**src/rtl/irqarb_pkg.sv**
```systemverilog
package irqarb_pkg;
  localparam int SRC_COUNT = 20;
  localparam int LVL_COUNT = 4;
  localparam int LVL_W     = $clog2(LVL_COUNT);
  localparam int VEC_W     = 16;
  // sources whose flag hardware clears on vector fetch: timer0, timer1, ext2..ext5
  localparam logic [SRC_COUNT-1:0] HW_CLR_MASK = 20'h03C0A;

  typedef struct packed {
    logic take;   // latch winner's vector and clear strobe this edge
  } ctlStb_t;

  // vector slot k maps to address 8*k+3; slot order differs from tie order
  function automatic logic [VEC_W-1:0] vecOf(input logic [4:0] idx);
    logic [4:0] slot;
    case (idx)
      5'd8:    slot = 5'd15;
      5'd9:    slot = 5'd16;
      5'd10:   slot = 5'd8;
      5'd11:   slot = 5'd9;
      5'd12:   slot = 5'd10;
      5'd13:   slot = 5'd11;
      5'd14:   slot = 5'd14;
      5'd15:   slot = 5'd13;
      5'd16:   slot = 5'd17;
      5'd17:   slot = 5'd18;
      5'd18:   slot = 5'd19;
      5'd19:   slot = 5'd12;
      default: slot = idx;
    endcase
    return {8'd0, slot, 3'b011};
  endfunction
endpackage

```
**src/rtl/irqarb_datapath.sv**
```systemverilog
module irqarb_datapath
  import irqarb_pkg::*;
#(
  parameter int NUM_SRC = SRC_COUNT,
  parameter int NUM_LVL = LVL_COUNT,
  localparam int LW     = $clog2(NUM_LVL),
  localparam int IDX_W  = $clog2(NUM_SRC)
) (
  input  logic                 clk,
  input  logic                 rstN,
  input  logic [NUM_SRC-1:0]   pendIn,
  input  logic [NUM_SRC-1:0]   srcEn,
  input  logic [2*NUM_SRC-1:0] srcPrio,
  input  ctlStb_t              stb,
  output logic                 winValid,
  output logic [LW-1:0]        winLvl,
  output logic [VEC_W-1:0]     irqVector,
  output logic [NUM_SRC-1:0]   hwClear
);
  logic [NUM_SRC-1:0] cand;
  logic [NUM_SRC-1:0] candLvl [NUM_LVL];
  logic [NUM_LVL-1:0] lvlHit;
  logic [NUM_SRC-1:0] winSel;
  logic [IDX_W-1:0]   winIdx;

  assign cand = pendIn & srcEn;

  for (genvar l = 0; l < NUM_LVL; l++) begin : g_lvl
    for (genvar s = 0; s < NUM_SRC; s++) begin : g_src
      assign candLvl[l][s] = cand[s] && (srcPrio[2*s +: 2] == LW'(l));
    end
    assign lvlHit[l] = |candLvl[l];
  end

  always_comb begin
    winLvl = '0;
    for (int l = 0; l < NUM_LVL; l++)
      if (lvlHit[l]) winLvl = LW'(l);
  end
  assign winValid = |lvlHit;
  assign winSel   = candLvl[winLvl];

  always_comb begin
    winIdx = '0;
    for (int i = NUM_SRC-1; i >= 0; i--)
      if (winSel[i]) winIdx = IDX_W'(i);
  end

  always_ff @(posedge clk) begin
    if (!rstN) begin
      irqVector <= '0;
      hwClear   <= '0;
    end else if (stb.take) begin
      irqVector <= vecOf(5'(winIdx));
      hwClear   <= (NUM_SRC'(1) << winIdx) & HW_CLR_MASK;
    end else begin
      irqVector <= '0;
      hwClear   <= '0;
    end
  end

  p_clr_onehot_r8: assert property (@(posedge clk) disable iff (!rstN)
    $onehot0(hwClear));
  p_clr_hwonly_r8: assert property (@(posedge clk) disable iff (!rstN)
    (hwClear & ~HW_CLR_MASK) == '0);
endmodule

```
**src/rtl/irqarb_ctrl.sv**
```systemverilog
module irqarb_ctrl
  import irqarb_pkg::*;
#(
  parameter int NUM_LVL = LVL_COUNT,
  localparam int LW     = $clog2(NUM_LVL)
) (
  input  logic               clk,
  input  logic               rstN,
  input  logic               globalEn,
  input  logic               sampleStb,
  input  logic               retiPulse,
  input  logic               winValid,
  input  logic [LW-1:0]      winLvl,
  output ctlStb_t            stb,
  output logic               irqReq,
  output logic [NUM_LVL-1:0] inService
);
  logic              topValid;
  logic [LW-1:0]     topLvl;
  logic              accept;
  logic [NUM_LVL-1:0] afterReti;

  always_comb begin
    topLvl = '0;
    for (int l = 0; l < NUM_LVL; l++)
      if (inService[l]) topLvl = LW'(l);
  end
  assign topValid  = |inService;
  assign afterReti = inService & ~(NUM_LVL'(1) << topLvl);

  assign accept = sampleStb && globalEn && !retiPulse && winValid &&
                  (!topValid || winLvl > topLvl);
  assign stb.take = accept;

  always_ff @(posedge clk) begin
    if (!rstN) begin
      irqReq    <= 1'b0;
      inService <= '0;
    end else begin
      irqReq <= accept;
      if (retiPulse)   inService <= afterReti;
      else if (accept) inService <= inService | (NUM_LVL'(1) << winLvl);
    end
  end

  p_req_on_sample_r2: assert property (@(posedge clk) disable iff (!rstN)
    irqReq |-> $past(sampleStb && globalEn));
  p_preempt_higher_r6: assert property (@(posedge clk) disable iff (!rstN)
    irqReq |-> ((inService ^ $past(inService)) > $past(inService)));
  p_accept_sets_one_r7: assert property (@(posedge clk) disable iff (!rstN)
    irqReq |-> $countones(inService) == $countones($past(inService)) + 1);
  p_reti_clears_one_r7: assert property (@(posedge clk) disable iff (!rstN)
    (retiPulse && topValid) |=>
      $countones(inService) == $countones($past(inService)) - 1);
  p_reti_blocks_r7: assert property (@(posedge clk) disable iff (!rstN)
    retiPulse |=> !irqReq);
endmodule

```
**src/rtl/irq_arbiter.sv**
```systemverilog
module irq_arbiter
  import irqarb_pkg::*;
#(
  parameter int NUM_SRC = SRC_COUNT,
  parameter int NUM_LVL = LVL_COUNT,
  localparam int LW     = $clog2(NUM_LVL)
) (
  input  logic                 clk,
  input  logic                 rstN,
  input  logic [NUM_SRC-1:0]   pendIn,
  input  logic [NUM_SRC-1:0]   srcEn,
  input  logic                 globalEn,
  input  logic [2*NUM_SRC-1:0] srcPrio,
  input  logic                 sampleStb,
  input  logic                 retiPulse,
  output logic                 irqReq,
  output logic [VEC_W-1:0]     irqVector,
  output logic [NUM_SRC-1:0]   hwClear,
  output logic [NUM_LVL-1:0]   inService
);
  ctlStb_t       stb;
  logic          winValid;
  logic [LW-1:0] winLvl;

  irqarb_datapath #(.NUM_SRC(NUM_SRC), .NUM_LVL(NUM_LVL)) u_dp (
    .clk(clk), .rstN(rstN), .pendIn(pendIn), .srcEn(srcEn),
    .srcPrio(srcPrio), .stb(stb), .winValid(winValid), .winLvl(winLvl),
    .irqVector(irqVector), .hwClear(hwClear)
  );

  irqarb_ctrl #(.NUM_LVL(NUM_LVL)) u_ctl (
    .clk(clk), .rstN(rstN), .globalEn(globalEn), .sampleStb(sampleStb),
    .retiPulse(retiPulse), .winValid(winValid), .winLvl(winLvl),
    .stb(stb), .irqReq(irqReq), .inService(inService)
  );

  p_clr_with_req_r8: assert property (@(posedge clk) disable iff (!rstN)
    (|hwClear) |-> irqReq);
  p_vec_idle_r2: assert property (@(posedge clk) disable iff (!rstN)
    !irqReq |-> irqVector == '0);
  p_vec_form_r5: assert property (@(posedge clk) disable iff (!rstN)
    irqReq |-> irqVector[2:0] == 3'b011);
endmodule

```
**config.mk**
```make
export PLATFORM = sky130hd
export DESIGN_NAME = irq_arbiter
export DESIGN_NICKNAME = d
export VERILOG_FILES = /design/src/rtl/irqarb_pkg.sv /design/src/rtl/irqarb_datapath.sv /design/src/rtl/irqarb_ctrl.sv /design/src/rtl/irq_arbiter.sv
export SDC_FILE = /design/constraint.sdc
export NUM_CORES = 1
export LEC_CHECK = 0
export ABC_AREA = 1
export BUFFER_PORTS_ARGS = -buffer_cell sky130_fd_sc_hd__clkbuf_2
export CORE_MARGIN = 5
export CORE_UTILIZATION = 40
export DETAILED_ROUTE_END_ITERATION = 6
export PLACE_DENSITY = 0.69
export SLEW_MARGIN = 10
export SYNTH_ARGS = -nofsm -noshare
export SYNTH_HDL_FRONTEND = slang
export SYNTH_SLANG_ARGS = --single-unit
```
**constraint.sdc**
```tcl
create_clock -name clk -period 3.29 [get_ports clk]
set_clock_uncertainty 0.2 [all_clocks]
set_input_delay 0.329 -clock clk [delete_from_list [all_inputs] [get_ports clk]]
set_output_delay 0.329 -clock clk [all_outputs]
set_load 0.1 [all_outputs]
```
# Word level (Yosys, flattened, before mapping)
# Cells that the tools add are included.
[totals]
register_bits = 41
latch_bits = 0
ram_bits = 0
rom_bits = 0
inputBits = 85
mem_count = 0
[classes]
n_addsub = 0
n_mul = 0
div = 0
magnitude_cmp = 2
n_eq_ne = 72
shifts = 3
mux = 33
bitwise_logic = 5
n_reduce_logical = 114
[op_table]
columns = ["cell", "count"]
rows = [
  ["$mux W5", 20],
  ["$logic_and A1 B1 Y1", 84],
  ["$eq A2 B2 Y1 const B", 40],
  ["$reduce_or A80 Y1", 1],
  ["$pmux W5 S12", 1],
  ["$reduce_or A20 Y1", 3],
  ["$bmux W20 S2", 1],
  ["$eq A2 B1 Y1 const B", 20],
  ["$eq A5 B4 Y1 const B", 8],
  ["$logic_not A2 Y1", 20],
  ["$mux W20", 2],
  ["$and A20 B20 Y20", 1],
  ["$eq A5 B5 Y1 const B", 4],
  ["$shl A1 B5 Y14 const A", 1],
  ["$mux W2", 5],
  ["$mux W4", 2],
  ["$shl A1 B2 Y4 const A", 2],
  ["$and A4 B4 Y4", 1],
  ["$not A4 Y4", 1],
  ["$or A4 B4 Y4", 1],
  ["$reduce_or A4 Y1", 1],
  ["$ge A3 B3 Y1 const B", 1],
  ["$not A2 Y3", 1],
  ["$gt A2 B2 Y1", 1],
  ["5 further kinds", 7],
]

# Logic depth before layout (Yosys ltp)
# Gate-level depths: netlist of run 1.
[logic_depth]
ltp_word = 32
depth_mapped = 36

# Cells and area by module
# Synthesis of run 1 repeated with hierarchy kept, for this count alone.
[unflattened]
cells_unflattened = 578
area_unflattened_um2 = 2985.4
[by_module_without_submodules]
columns = ["mod", "n_inst", "cells_per_inst", "area_each_um2", "seq_area_each_um2"]
rows = [
  ["irqarb_datapath", 1, 523, 2627.5, 240.2],
  ["irqarb_ctrl", 1, 55, 357.8, 100.1],
]

# Worst setup path after synthesis of run 1
# No wires, ideal clock.
[synth_timing]
kind = "input-to-reg"
from = "input pendIn[0]"
to = "register u_dp.irqVector[4]"
t_arrival_ps = 2628
required_ps = 2973
slack_ps = 345
path_stages = 25
path_buffers = 3
cell_sequence = "nand2_1 > nor2_1 > nor2_1 > nand2_1 > nor2_2 > nand3_4 > nand2_4 > nand2_4 > buf_6 > buf_6 > buf_8 > nand2_1 > o21ai_1 > a211oi_2 > nand2_1 > a31oi_1 > nor2_1 > o21bai_2 > nand2_4 > clkinv_4 > nand2_2 > nand2_1 > nor2_1 > nor2_1 > nor2_1"
[synth_between]
elab_chain_cells = 32
elab_cells_between_ends = 54
cone_classes = "order compare: 1; eq/ne: 12; mux: 27; bitwise: 2; reduce/logical: 12"
[synth_rtl]
columns = ["element", "line", "rtl"]
rows = [
  ["from (decl)", "irq_arbiter.sv:10", "input logic [NUM_SRC-1:0] pendIn,"],
  ["$and A20 B20 Y20 *", "irqarb_datapath.sv:26", "assign cand = pendIn & srcEn;"],
  ["$logic_and A1 B1 Y1", "irqarb_datapath.sv:30", "assign candLvl[l][s] = cand[s] && (srcPrio[2*s +: 2] == LW'(l));"],
  ["$reduce_or A20 Y1", "irqarb_datapath.sv:32", "assign lvlHit[l] = |candLvl[l];"],
  ["$mux W1", "irqarb_datapath.sv:38", "if (lvlHit[l]) winLvl = LW'(l);"],
  ["$mux W2 (2 in a row)", "irqarb_datapath.sv:38", ""],
  ["$not A2 Y3 (not written as such)", "irqarb_datapath.sv:41", "assign winSel = candLvl[winLvl];"],
  ["$bmux W20 S2", "irqarb_datapath.sv:41", ""],
  ["$mux W20 (not written as such) (2 in a row)", "irqarb_datapath.sv:41", ""],
  ["$mux W5 (20 in a row)", "irqarb_datapath.sv:46", "if (winSel[i]) winIdx = IDX_W'(i);"],
  ["$eq A5 B5 Y1 or $eq A5 B4 Y1 (tied branches)", "irqarb_pkg.sv:16", "case (idx)"],
  ["$pmux W5 S12", "irqarb_pkg.sv:16", ""],
  ["to (signal assigned)", "irqarb_datapath.sv:54", "irqVector <= vecOf(5'(winIdx));"],
  ["to (decl)", "irqarb_datapath.sv:17", "output logic [VEC_W-1:0] irqVector,"],
]
# Every way passes the cells marked *; elsewhere a longest branch is shown, timed or not. The select of a mux whose other input is x is not followed.
# A chain may end at the register's enable or synchronous reset.

# Worst setup path in the final report of run 1
[layout_timing]
from = "input srcEn[10]"
to = "register u_dp.irqVector[4]"
[layout_between]
elab_chain_cells = 32
elab_cells_between_ends = 54
cone_classes = "order compare: 1; eq/ne: 12; mux: 27; bitwise: 2; reduce/logical: 12"
[layout_rtl]
columns = ["element", "line", "rtl"]
rows = [
  ["from (decl)", "irq_arbiter.sv:11", "input logic [NUM_SRC-1:0] srcEn,"],
  ["$and A20 B20 Y20 *", "irqarb_datapath.sv:26", ""],
  ["$logic_and A1 B1 Y1", "irqarb_datapath.sv:30", ""],
  ["$reduce_or A20 Y1", "irqarb_datapath.sv:32", ""],
  ["$mux W1", "irqarb_datapath.sv:38", ""],
  ["$mux W2 (2 in a row)", "irqarb_datapath.sv:38", ""],
  ["$not A2 Y3 (not written as such)", "irqarb_datapath.sv:41", ""],
  ["$bmux W20 S2", "irqarb_datapath.sv:41", ""],
  ["$mux W20 (not written as such) (2 in a row)", "irqarb_datapath.sv:41", ""],
  ["$mux W5 (20 in a row)", "irqarb_datapath.sv:46", ""],
  ["$eq A5 B5 Y1 or $eq A5 B4 Y1 (tied branches)", "irqarb_pkg.sv:16", ""],
  ["$pmux W5 S12", "irqarb_pkg.sv:16", ""],
]
# Marked as above.

==> run_results.csv, run 1 <==
group,metric,value,unit
cells_and_area,syn2layout_area_growth,46.5,%
cells_and_area,diodes,0,
cts,htree_num_levels,1,
sta,rsz0062_at_grt,"true",
setup_path,endpoint_kind,"flop",
die,ios,126,
grt,antenna_found_initial,0,
cells_and_area,fin_area,0.00428,mm2
drt,routedWlPerCell,11.9,um
sta,timing.final.ws_setup,0.152,ns
logic_synthesis,synth-seq-area-share,11.0,%
placed_design,dp_cells,804,
logic_synthesis,synthesis.area,0.00292,mm2
sta,slew_headroom,63.8,%
setup_path,crit_path_top_delay_cell,"nor2_4",
setup_path,max_stage_delay,0.21,ns
die,die_area,0.00911,mm2
setup_path,path_common_cell,"nand2_1",
power_and_ir_drop,intPower,0.603,mW
logic_synthesis,syn_area_per_cell,5.25,um2
logic_synthesis,ys_warn_count,0,
job,cap_violations,0,
power_and_ir_drop,switching_power,0.626,mW
die,rows,31,
power_and_ir_drop,pwr-share-clk,13.8,%
logic_synthesis,ys.flop_type,"dfxtp_1",
sta,setup_tns,0,ns
logic_synthesis,synth_cells,556,
power_and_ir_drop,powerDensity,287,mW/mm2
sta,fin_crit,3.14,ns
drt,drt_iter0_drc,133,
setup_path,worst-endpoint-required,3.23,ns
sta,worstMarginPinSlew,0.546,ns
sta,hold_viol,0,
placed_design,dp_slack,-0.181,ns
power_and_ir_drop,pwr-share-comb,70.0,%
placed_design,io_buffer_count,102,
cells_and_area,finish.utilization,59.7,%
die,core_region_area,0.00718,mm2
logic_synthesis,synth_async_sr_flop_share,0,%
sta,final-setup-viol-count,0,
power_and_ir_drop,leakagePower,2.47,nW
power_and_ir_drop,p_total,1.23,mW
min_path,hold_path.class,"primary input to flop",
drt,num_vias,3836,
placed_design,gp_congestion,0.874,
placed_design,dp_hpwl,8220,um
drt,drc,0,
die,die_x,95.5,um
setup_path,cp.arrival,3.07,ns
logic_synthesis,ys_ff_latch,16,
cts,cts_root_buf,"clkbuf_8",
die,dieHeight,95.5,um
grt,grt_max_degree,20,
drt,firstDrtPassIters,5,
setup_path,start_kind,"primary input",
logic_synthesis,synth_mux_area_share,0,%
sta,whs,0.174,ns
cells_and_area,finalNonFillerCells,822,
grt,grt_pass1_wl,15000,um
placed_design,dpl-instance-area,0.00382,mm2
sta,fmax,0.319,GHz
grt,first_global_vias,3522,
sta,fin_crit_sh,95.4,%
cells_and_area,layout_commonest_cell,"nand2_1",
logic_synthesis,synth_top_family_by_area,"simple AND/OR/NAND/NOR gates",
drt,wirelength,9810,um
logic_synthesis,synth_compound_area_share,14.8,%
logic_synthesis,synthSimpleGateAreaFrac,53.1,%
setup_path,crit_type,"primary input to flop",
power_and_ir_drop,seq_power_share,16.2,%
drt,ant_nets,0,
logic_synthesis,synth-adder-area-share,0.857,%
grt,grtUsageTotal,20.1,%
cts,cts-buffers-inserted,3,
logic_synthesis,synth_cell_types,42,
cts,path_clk_slew,0.06,ns
run_status,status,"finished clean",
die,start_util,40.7,%
cts,clockBufferDepth,2,
cells_and_area,drive_above_1_share,41.5,%
logic_synthesis,synth_edf_count,0,
cts,clk_latency,0.25,ns
cells_and_area,fin_nets,811,
setup_path,cp_max_fo,7,
cells_and_area,most-common-layout-cells,"nand2_1 (127), clkbuf_2 (101), nor2_1 (76)",
power_and_ir_drop,switching_share,50.9,%
power_and_ir_drop,ir_drop,0.000133,V
logic_synthesis,synth_xor_area_share,0,%
sta,slew_violations,0,
grt,overflow,0,
cts,cts_sinks,16,
cts,cts_tree,"yes",
drt,viasPerCell,4.67,
-- layout make-up --
class | instances | area [um2]
clock buffer | 4 | 55.1
fill | 731 | 2900
inverter | 86 | 328
multi-input combinational | 445 | 2380
sequential | 16 | 320
tap | 99 | 124
timing repair buffer | 172 | 1070
-- per-layer routing --
layer / share of wire (%) / wire length (um) / up-vias / track usage [%]
met5: 0 / 0 / - / 0
li1: - / - / 2045 / -
met1: 44 / 4280 / 1648 / 25.8
met4: 1.5 / 150 / 0 / 3.44
met3: 6.3 / 622 / 15 / 2.45
met2: 48 / 4750 / 128 / 36.4
-- cell families (layout without fill, tap and decap cells) --
kind of cell | after synthesis | in the layout
adders and majority gates | 2 | 2
AOI/OAI and AO/OA | 69 | 69
and+or+nand+nor | 350 | 351
buffers and inverters | 118 | 262
DFF | 16 | 16
other | 1 | 23
-- state kept, by name, summed over array words and instances, names as in the netlist --
register         count
u_dp.irqVector       6
u_ctl.inService      4
u_dp.hwClear         6
-- power groups by stage --
| stage | clock network, mW | logic (mW) | registers [mW] |
|---|---|---|---|
| 5_1_grt | 0.184 | 0.936 | 0.200 |
| 2_1_floorplan | 0 | 0.518 | 0.233 |
| 4_1_cts | 0.170 | 0.740 | 0.199 |
| 6_report | 0.169 | 0.861 | 0.199 |
| 3_3_place_gp | 0 | 0.725 | 0.203 |
| 3_5_place_dp | 0 | 0.737 | 0.204 |
-- cells in the mapped netlist (2+ instances only) --
cell type | instances | area share, %
nand2_1 | 157 | 20
nor2_1 | 89 | 11
inv_1 | 72 | 9.3
nand3_1 | 42 | 7.2
buf_4 | 27 | 6.9
nor3_1 | 20 | 3.4
o21ai_0 | 19 | 3.3
a21oi_1 | 16 | 2.7
dfxtp_1 | 16 | 11
inv_2 | 13 | 1.7
nand2_2 | 12 | 2.6
o21ai_1 | 10 | 1.7
a21oi_2 | 7 | 2.1
nand4_1 | 5 | 1.1
nor2_2 | 5 | 1.1
nor2_4 | 5 | 1.9
nor4_1 | 4 | 0.86
o211ai_1 | 4 | 1.0
nand2_4 | 3 | 1.2
a31oi_1 | 2 | 0.43
and3_1 | 2 | 0.43
buf_6 | 2 | 0.77
buf_8 | 2 | 1.0
ha_1 | 2 | 0.86
o31ai_1 | 2 | 0.51
or2_2 | 2 | 0.43
-- what timing repair did --
item,4_1_cts,5_1_grt
hold buffers,0,0
buffers inserted,0,13
endpoints found under the setup margin,0,11
gates resized for setup,0,97
-- worst max-delay path, delay by kind of cell --
family	cells	cell delay (ns)
buffers and inverters	4	0.39
AOI/OAI and AO/OA	2	0.26
and+or+nand+nor	27	2.07
-- final timing paths --
check                                                      from                         endpoint  slack (ns)  depth (start not counted)
worst max-delay path                                  srcEn[10]     u_dp.irqVector[4]$_SDFF_PN0_        0.15                         33
worst min-delay path                                       rstN  u_ctl.inService[2]$_SDFFE_PN0P_        0.17                          3
worst max register to register  u_ctl.inService[3]$_SDFFE_PN0P_     u_dp.irqVector[3]$_SDFF_PN0_        1.07                         13
worst min register to register  u_ctl.inService[3]$_SDFFE_PN0P_  u_ctl.inService[3]$_SDFFE_PN0P_        0.30                          2
Power figures use the tool's default switching activity.
==> run 2: changes to the inputs <==
CORE_MARGIN = 1.5   (was 5)
==> run_results.csv, run 2 (same netlist as run 1, synthesis figures left out) <==
group,metric,value,unit
run_status,status,"finished clean",
placed_design,dp_hpwl,7530,um
setup_path,worstReg2RegStart,"u_ctl.inService[3]$_SDFFE_PN0P_",
drt,wirelength,9110,um
die,die_x,88.5,um
setup_path,rrSetupSlack,1.09,ns
cts,cts_sinks,16,
cells_and_area,finalNonFillerCells,827,
cts,path_clk_slew,0.06,ns
cells_and_area,reg_top3,"u_dp.hwClear (6), u_dp.irqVector (6), u_ctl.inService (4)",
die,dieHeight,88.5,um
min_path,hold_end,"u_ctl.inService[2]$_SDFFE_PN0P_",
grt,first_global_vias,3232,
placed_design,gp_congestion,0.975,
cts,htree_num_levels,1,
cts,cts_root_buf,"clkbuf_8",
setup_path,path_common_cell,"nand2_1",
die,die_area,0.00783,mm2
min_path,hold_path.class,"primary input to flop",
min_path,min_delay_path_depth,3,
cts,clk_latency,0.24,ns
cells_and_area,fillers,719,
die,start_util,42.1,%
cells_and_area,drive_above_1_share,39.8,%
grt,grt_max_degree,23,
drt,viasPerCell,4.68,
sta,setup_tns,0,ns
cells_and_area,fin_nets,819,
setup_path,reg2reg_to,"u_dp.hwClear[1]$_SDFF_PP0_",
cts,cts_tree,"yes",
cells_and_area,seq_area,320,um2
setup_path,cp.arrival,3.13,ns
drt,num_vias,3868,
power_and_ir_drop,powerDensity,290,mW/mm2
drt,drc,0,
grt,grtUsageTotal,22.0,%
die,core_region_area,0.00694,mm2
grt,overflow,0,
cells_and_area,multi_input_area,0.00230,mm2
cts,clockBufferDepth,2,
sta,fmax,0.313,GHz
cells_and_area,syn2layout_area_growth,45.8,%
sta,slew_headroom,63.9,%
sta,rsz0062_at_grt,"true",
grt,antenna_found_initial,0,
sta,fin_crit,3.20,ns
cells_and_area,most-common-layout-cells,"nand2_1 (140), clkbuf_2 (101), nor2_1 (76)",
placed_design,io_buffer_count,102,
cells_and_area,layout_commonest_cell,"nand2_1",
setup_path,worst-endpoint-required,3.22,ns
setup_path,max_stage_delay,0.23,ns
cells_and_area,diodes,0,
setup_path,crit_type,"primary input to flop",
setup_path,rr_worst_depth,9,
die,rows,30,
sta,slew_violations,0,
drt,drt_iter0_drc,138,
job,cap_violations,0,
die,ios,126,
cts,cts-buffers-inserted,3,
setup_path,endpoint_kind,"flop",
sta,fin_crit_sh,97.2,%
drt,firstDrtPassIters,5,
grt,grt_pass1_wl,13800,um
drt,routedWlPerCell,11.0,um
min_path,hp-start,"rstN",
drt,ant_nets,0,
power_and_ir_drop,leakagePower,2.47,nW
sta,worstMarginPinSlew,0.543,ns
power_and_ir_drop,p_total,1.23,mW
setup_path,crit_path_top_delay_cell,"nor2_4",
setup_path,cp_max_fo,9,
placed_design,dp_cells,802,
sta,final-setup-viol-count,0,
cells_and_area,finish.utilization,61.3,%
sta,hold_viol,0,
setup_path,start_kind,"primary input",
power_and_ir_drop,ir_drop,0.000143,V
-- run 2: changes by cell type in the layout (fill, tap and decap cells not counted), moves of 2 or more --
cell and change:
nand3_1 +3, inv_2 -2, nor2_2 +4, buf_4 +11, inv_1 +2, nand2_1 +13
nand2_4 -2, nand2_2 -11, nor2_4 -4, buf_6 -2, nand3_2 -2
-- run 2: worst max-delay path, delay by kind of cell --
kind            cells  cell delay, ns
compound gates      2            0.24
buf+inv             5            0.56
simple gates       25            1.98
-- run 2: cell type report --
type,instances,area share (%)
tap,96,2.82
clock buffer,4,1.29
sequential,16,7.52
timing repair buffer,180,26.6
inverter,86,7.70
multi-input combinational,445,54.0
-- run 2: worst max-delay path by stage --
| stage | endpoint | startpoint | slack, ns | depth (start not counted) |
|---|---|---|---|---|
| after floorplan | u_dp.irqVector[4]$_SDFF_PN0_ | pendIn[0] | 0.34 | 25 |
| after global placement | u_dp.irqVector[4]$_SDFF_PN0_ | pendIn[7] | -0.15 | 33 |
| after detailed placement | u_dp.irqVector[4]$_SDFF_PN0_ | pendIn[6] | -0.20 | 35 |
| after CTS | u_dp.irqVector[4]$_SDFF_PN0_ | pendIn[6] | 0.04 | 35 |
| after global routing | u_dp.irqVector[4]$_SDFF_PN0_ | srcEn[4] | -0.11 | 34 |
| final | u_dp.irqVector[4]$_SDFF_PN0_ | srcEn[4] | 0.09 | 32 |
-- run 2: repair_timing --
action	CTS	global route
setup buffers	0	20
resized for setup	0	66
endpoints found under the setup margin	0	11
hold buffers	0	0
-- run 2: routing by layer --
metal / part of all wire (%) / up-vias / track usage (%)
met5: 0 / - / 0
met4: 0.90 / 0 / 2.41
met3: 3.7 / 7 / 2.15
met2: 48 / 108 / 39.3
met1: 47 / 1687 / 29.6
li1: - / 2066 / -
-- run 2: metrics by stage --
| stage | setup WS, ns | instance area [um2] | hold slack (ns) |
|---|---|---|---|
| 2_1_floorplan | 0.345 | 3000 | 0.273 |
| 3_3_place_gp | -0.152 | 3820 | 0.292 |
| 3_5_place_dp | -0.205 | 3820 | 0.291 |
| 4_1_cts | 0.0427 | 3880 | 0.170 |
| 5_1_grt | -0.112 | 4260 | 0.189 |
| 6_report | 0.0930 | 4260 | 0.178 |
-- run 2: power by group --
part,total [mW],switching [mW],internal [mW]
Combinational,0.868,0.557,0.311
Clock,0.167,0.0610,0.106
Sequential,0.199,0.00155,0.198
==> run 3: changes to the inputs <==
ABC_AREA = 0   (was 1)
ABC_CLOCK_PERIOD_IN_PS = 3290   (was not set)
PLACE_DENSITY = 0.7   (was 0.69)
==> run_results.csv, run 3 <==
group,metric,value,unit
drt,routedWlPerCell,16.8,um
cells_and_area,finish.utilization,71.2,%
logic_synthesis,synth_area_leader_cell,"dfxtp_1",
power_and_ir_drop,ir_drop,0.000132,V
cts,htree_num_levels,1,
sta,worstMarginPinSlew,0.694,ns
placed_design,dpl-instance-area,0.00444,mm2
cells_and_area,drive_above_1_share,51.5,%
cts,path_clk_slew,0.06,ns
die,rows,30,
cts,cts-buffers-inserted,3,
sta,fin_crit_sh,112,%
setup_path,max_stage_delay,0.54,ns
placed_design,dp_hpwl,9950,um
grt,antenna_found_initial,0,
logic_synthesis,synthesis.area,0.00276,mm2
drt,num_vias,4166,
logic_synthesis,ys_warn_count,0,
setup_path,critPathBufInv,4,
logic_synthesis,synth_cells,382,
logic_synthesis,synth_edf_count,0,
cts,clk_latency,0.25,ns
setup_path,rrSetupSlack,0.88,ns
grt,grtUsageTotal,31.4,%
setup_path,cp_max_fo,7,
drt,viasPerCell,5.79,
cts,cts_root_buf,"clkbuf_8",
placed_design,io_buffer_count,102,
setup_path,crit_path_top_delay_cell,"or4_4",
die,core_region_area,0.00672,mm2
grt,grt_pass1_wl,18500,um
setup_path,cp.arrival,3.67,ns
logic_synthesis,ys.flop_type,"dfxtp_1",
logic_synthesis,synth_cell_types,79,
die,die_area,0.00740,mm2
sta,slew_violations,0,
power_and_ir_drop,p_total,1.39,mW
sta,final-setup-viol-count,11,
sta,hold_viol,0,
drt,drc,0,
cells_and_area,multi_input_area,0.00249,mm2
cells_and_area,syn2layout_area_growth,73.7,%
placed_design,gp_congestion,0.976,
cells_and_area,fin_nets,727,
cts,cts_sinks,16,
sta,whs,0.0807,ns
setup_path,worstReg2RegStart,"u_ctl.inService[2]$_SDFFE_PN0P_",
power_and_ir_drop,powerDensity,290,mW/mm2
drt,ant_nets,0,
logic_synthesis,ys_top_cells_by_area,"dfxtp_1 (12%), buf_4 (6.8%), nand4b_1 (5.7%)",
die,dieHeight,86.0,um
logic_synthesis,syn_area_per_cell,7.21,um2
min_path,hold_path.class,"primary input to flop",
logic_synthesis,synth_top_area_share,11.6,%
cells_and_area,layout_commonest_cell,"buf_4",
cells_and_area,fillers,546,
drt,firstDrtPassIters,5,
cts,clockBufferDepth,2,
min_path,hold_end,"u_ctl.inService[3]$_SDFFE_PN0P_",
sta,slew_headroom,53.6,%
sta,fmax,0.272,GHz
cells_and_area,diodes,0,
drt,wirelength,12100,um
logic_synthesis,synth.most_common_cell,"nand2_1",
setup_path,crit_type,"primary input to flop",
logic_synthesis,synth_async_sr_flop_share,0,%
setup_path,cpLargestDelayFamily,"simple AND/OR/NAND/NOR gates",
logic_synthesis,synth_common_cells,"nand2_1 (33), nor2_1 (28), buf_4 (25), nand4_1 (25), a21oi_1 (20)",
grt,first_global_vias,3788,
sta,timing.final.ws_setup,-0.386,ns
min_path,min_delay_path_depth,2,
cells_and_area,seq_area,320,um2
run_status,status,"finished with violations",
setup_path,endpoint_kind,"flop",
cells_and_area,finalNonFillerCells,719,
setup_path,worst-endpoint-required,3.28,ns
min_path,hp-start,"retiPulse",
drt,drt_iter0_drc,370,
power_and_ir_drop,leakagePower,2.29,nW
die,die_x,86.0,um
run_status,failed_checks,"negative setup slack",
setup_path,start_kind,"primary input",
cells_and_area,reg_top3,"u_dp.hwClear (6), u_dp.irqVector (6), u_ctl.inService (4)",
setup_path,path_cells,"buf_6 -> and4b_1 -> or4_4 -> or4_4 -> nor2_4 -> buf_12 -> a32oi_1 -> or4b_4 -> nand2b_4 -> buf_4 -> nor4_4 -> buf_4 -> nand2b_4 -> mux2_4 -> a21oi_1 -> and3_1",
setup_path,reg2reg_to,"u_dp.hwClear[12]$_SDFF_PP0_",
cells_and_area,fin_area,0.00479,mm2
cts,cts_tree,"yes",
logic_synthesis,synth-seq-area-share,11.6,%
die,ios,126,
placed_design,dp_cells,709,
die,start_util,41.0,%
setup_path,rr_worst_depth,10,
sta,rsz0062_at_grt,"true",
sta,fin_crit,3.68,ns
job,cap_violations,0,
logic_synthesis,ys_ff_latch,16,
grt,grt_max_degree,11,
cells_and_area,most-common-layout-cells,"buf_4 (158), clkbuf_2 (101), nand2_1 (32)",
grt,overflow,0,
==> run 3: cell count changes after synthesis, sizes merged, moves of 13 or more <==
cell	before	now
nand4	5	25
nand4b	0	18
inv	85	13
nand2	172	34
nor2	99	31
o21ai	30	16
nand2b	0	13
nand3	44	14
==> run 3: cell type report <==
| cell class | instances | area share (%) |
|---|---|---|
| Timing Repair Buffer | 264 | 36.9 |
| Inverter | 13 | 1.07 |
| Tap cell | 80 | 2.09 |
| Clock buffer | 4 | 1.15 |
| Multi-Input combinational cell | 342 | 52.1 |
| Sequential cell | 16 | 6.69 |
==> run 3: cells by family after synthesis <==
| logic type | share of synthesized area, % |
|---|---|
| xor+xnor | 0.636 |
| buf+inv | 10.4 |
| fa+ha+maj | 0.908 |
| mux | 1.68 |
| flops | 11.6 |
| simple gates | 42.6 |
| other cells | 0.136 |
| compound gates | 32.1 |
==> run 3: through the flow <==
stage                     setup WS [ns]  setup TNS [ns]
after floorplan                  -0.374           -2.45
after global placement           -0.649           -6.40
after detailed placement         -0.764           -7.34
after CTS                        -0.336           -2.81
after global routing             -0.498           -4.65
final                            -0.386           -3.53
==> run 3: report_power, final <==
group          switching (mW)  internal [mW]  total (mW)  leakage (nW)
Clock                  0.0657          0.106       0.172        0.0288
Sequential            0.00175          0.197       0.199         0.129
Combinational           0.578          0.437        1.02          2.14
==> run 3: worst register-to-register path, cell delays in order, from the launching register on <==
cell and delay (ns):
dfxtp_1 0.38, inv_1 0.05, a21o_1 0.18, ha_1 0.29, a21oi_1 0.12, o2111a_1 0.20
o31a_1 0.16, and2_1 0.17, inv_2 0.05, or3_4 0.38, nor3b_2 0.16
==> run 3: metal layers <==
layer | up-vias | GRT usage (%) | routed length (um)
li1 | 2007 | - | -
met1 | 1908 | 42.6 | 5230
met2 | 226 | 54.8 | 5680
met3 | 25 | 3.37 | 966
met4 | 0 | 4.40 | 206
met5 | - | 0 | 0
==> run 3: how the worst max path moves through the flow <==
| stage | start | end | slack, ns | cells past startpoint |
|---|---|---|---|---|
| 2_1_floorplan | pendIn[5] | u_dp.hwClear[12]$_SDFF_PP0_ | -0.37 | 15 |
| 3_3_place_gp | pendIn[12] | u_dp.hwClear[12]$_SDFF_PP0_ | -0.65 | 15 |
| 3_5_place_dp | pendIn[12] | u_dp.irqVector[4]$_SDFF_PN0_ | -0.76 | 14 |
| 4_1_cts | pendIn[12] | u_dp.irqVector[4]$_SDFF_PN0_ | -0.34 | 14 |
| 5_1_grt | pendIn[12] | u_dp.irqVector[3]$_SDFF_PN0_ | -0.50 | 17 |
| 6_report | pendIn[12] | u_dp.irqVector[4]$_SDFF_PN0_ | -0.39 | 16 |
==> run 3: what timing repair did <==
item,CTS,global route
pin swaps,2,10
hold endpoints to repair,0,0
resized for setup,5,42
hold buffers,0,0
setup buffers,3,3
endpoints found under the setup margin,11,13
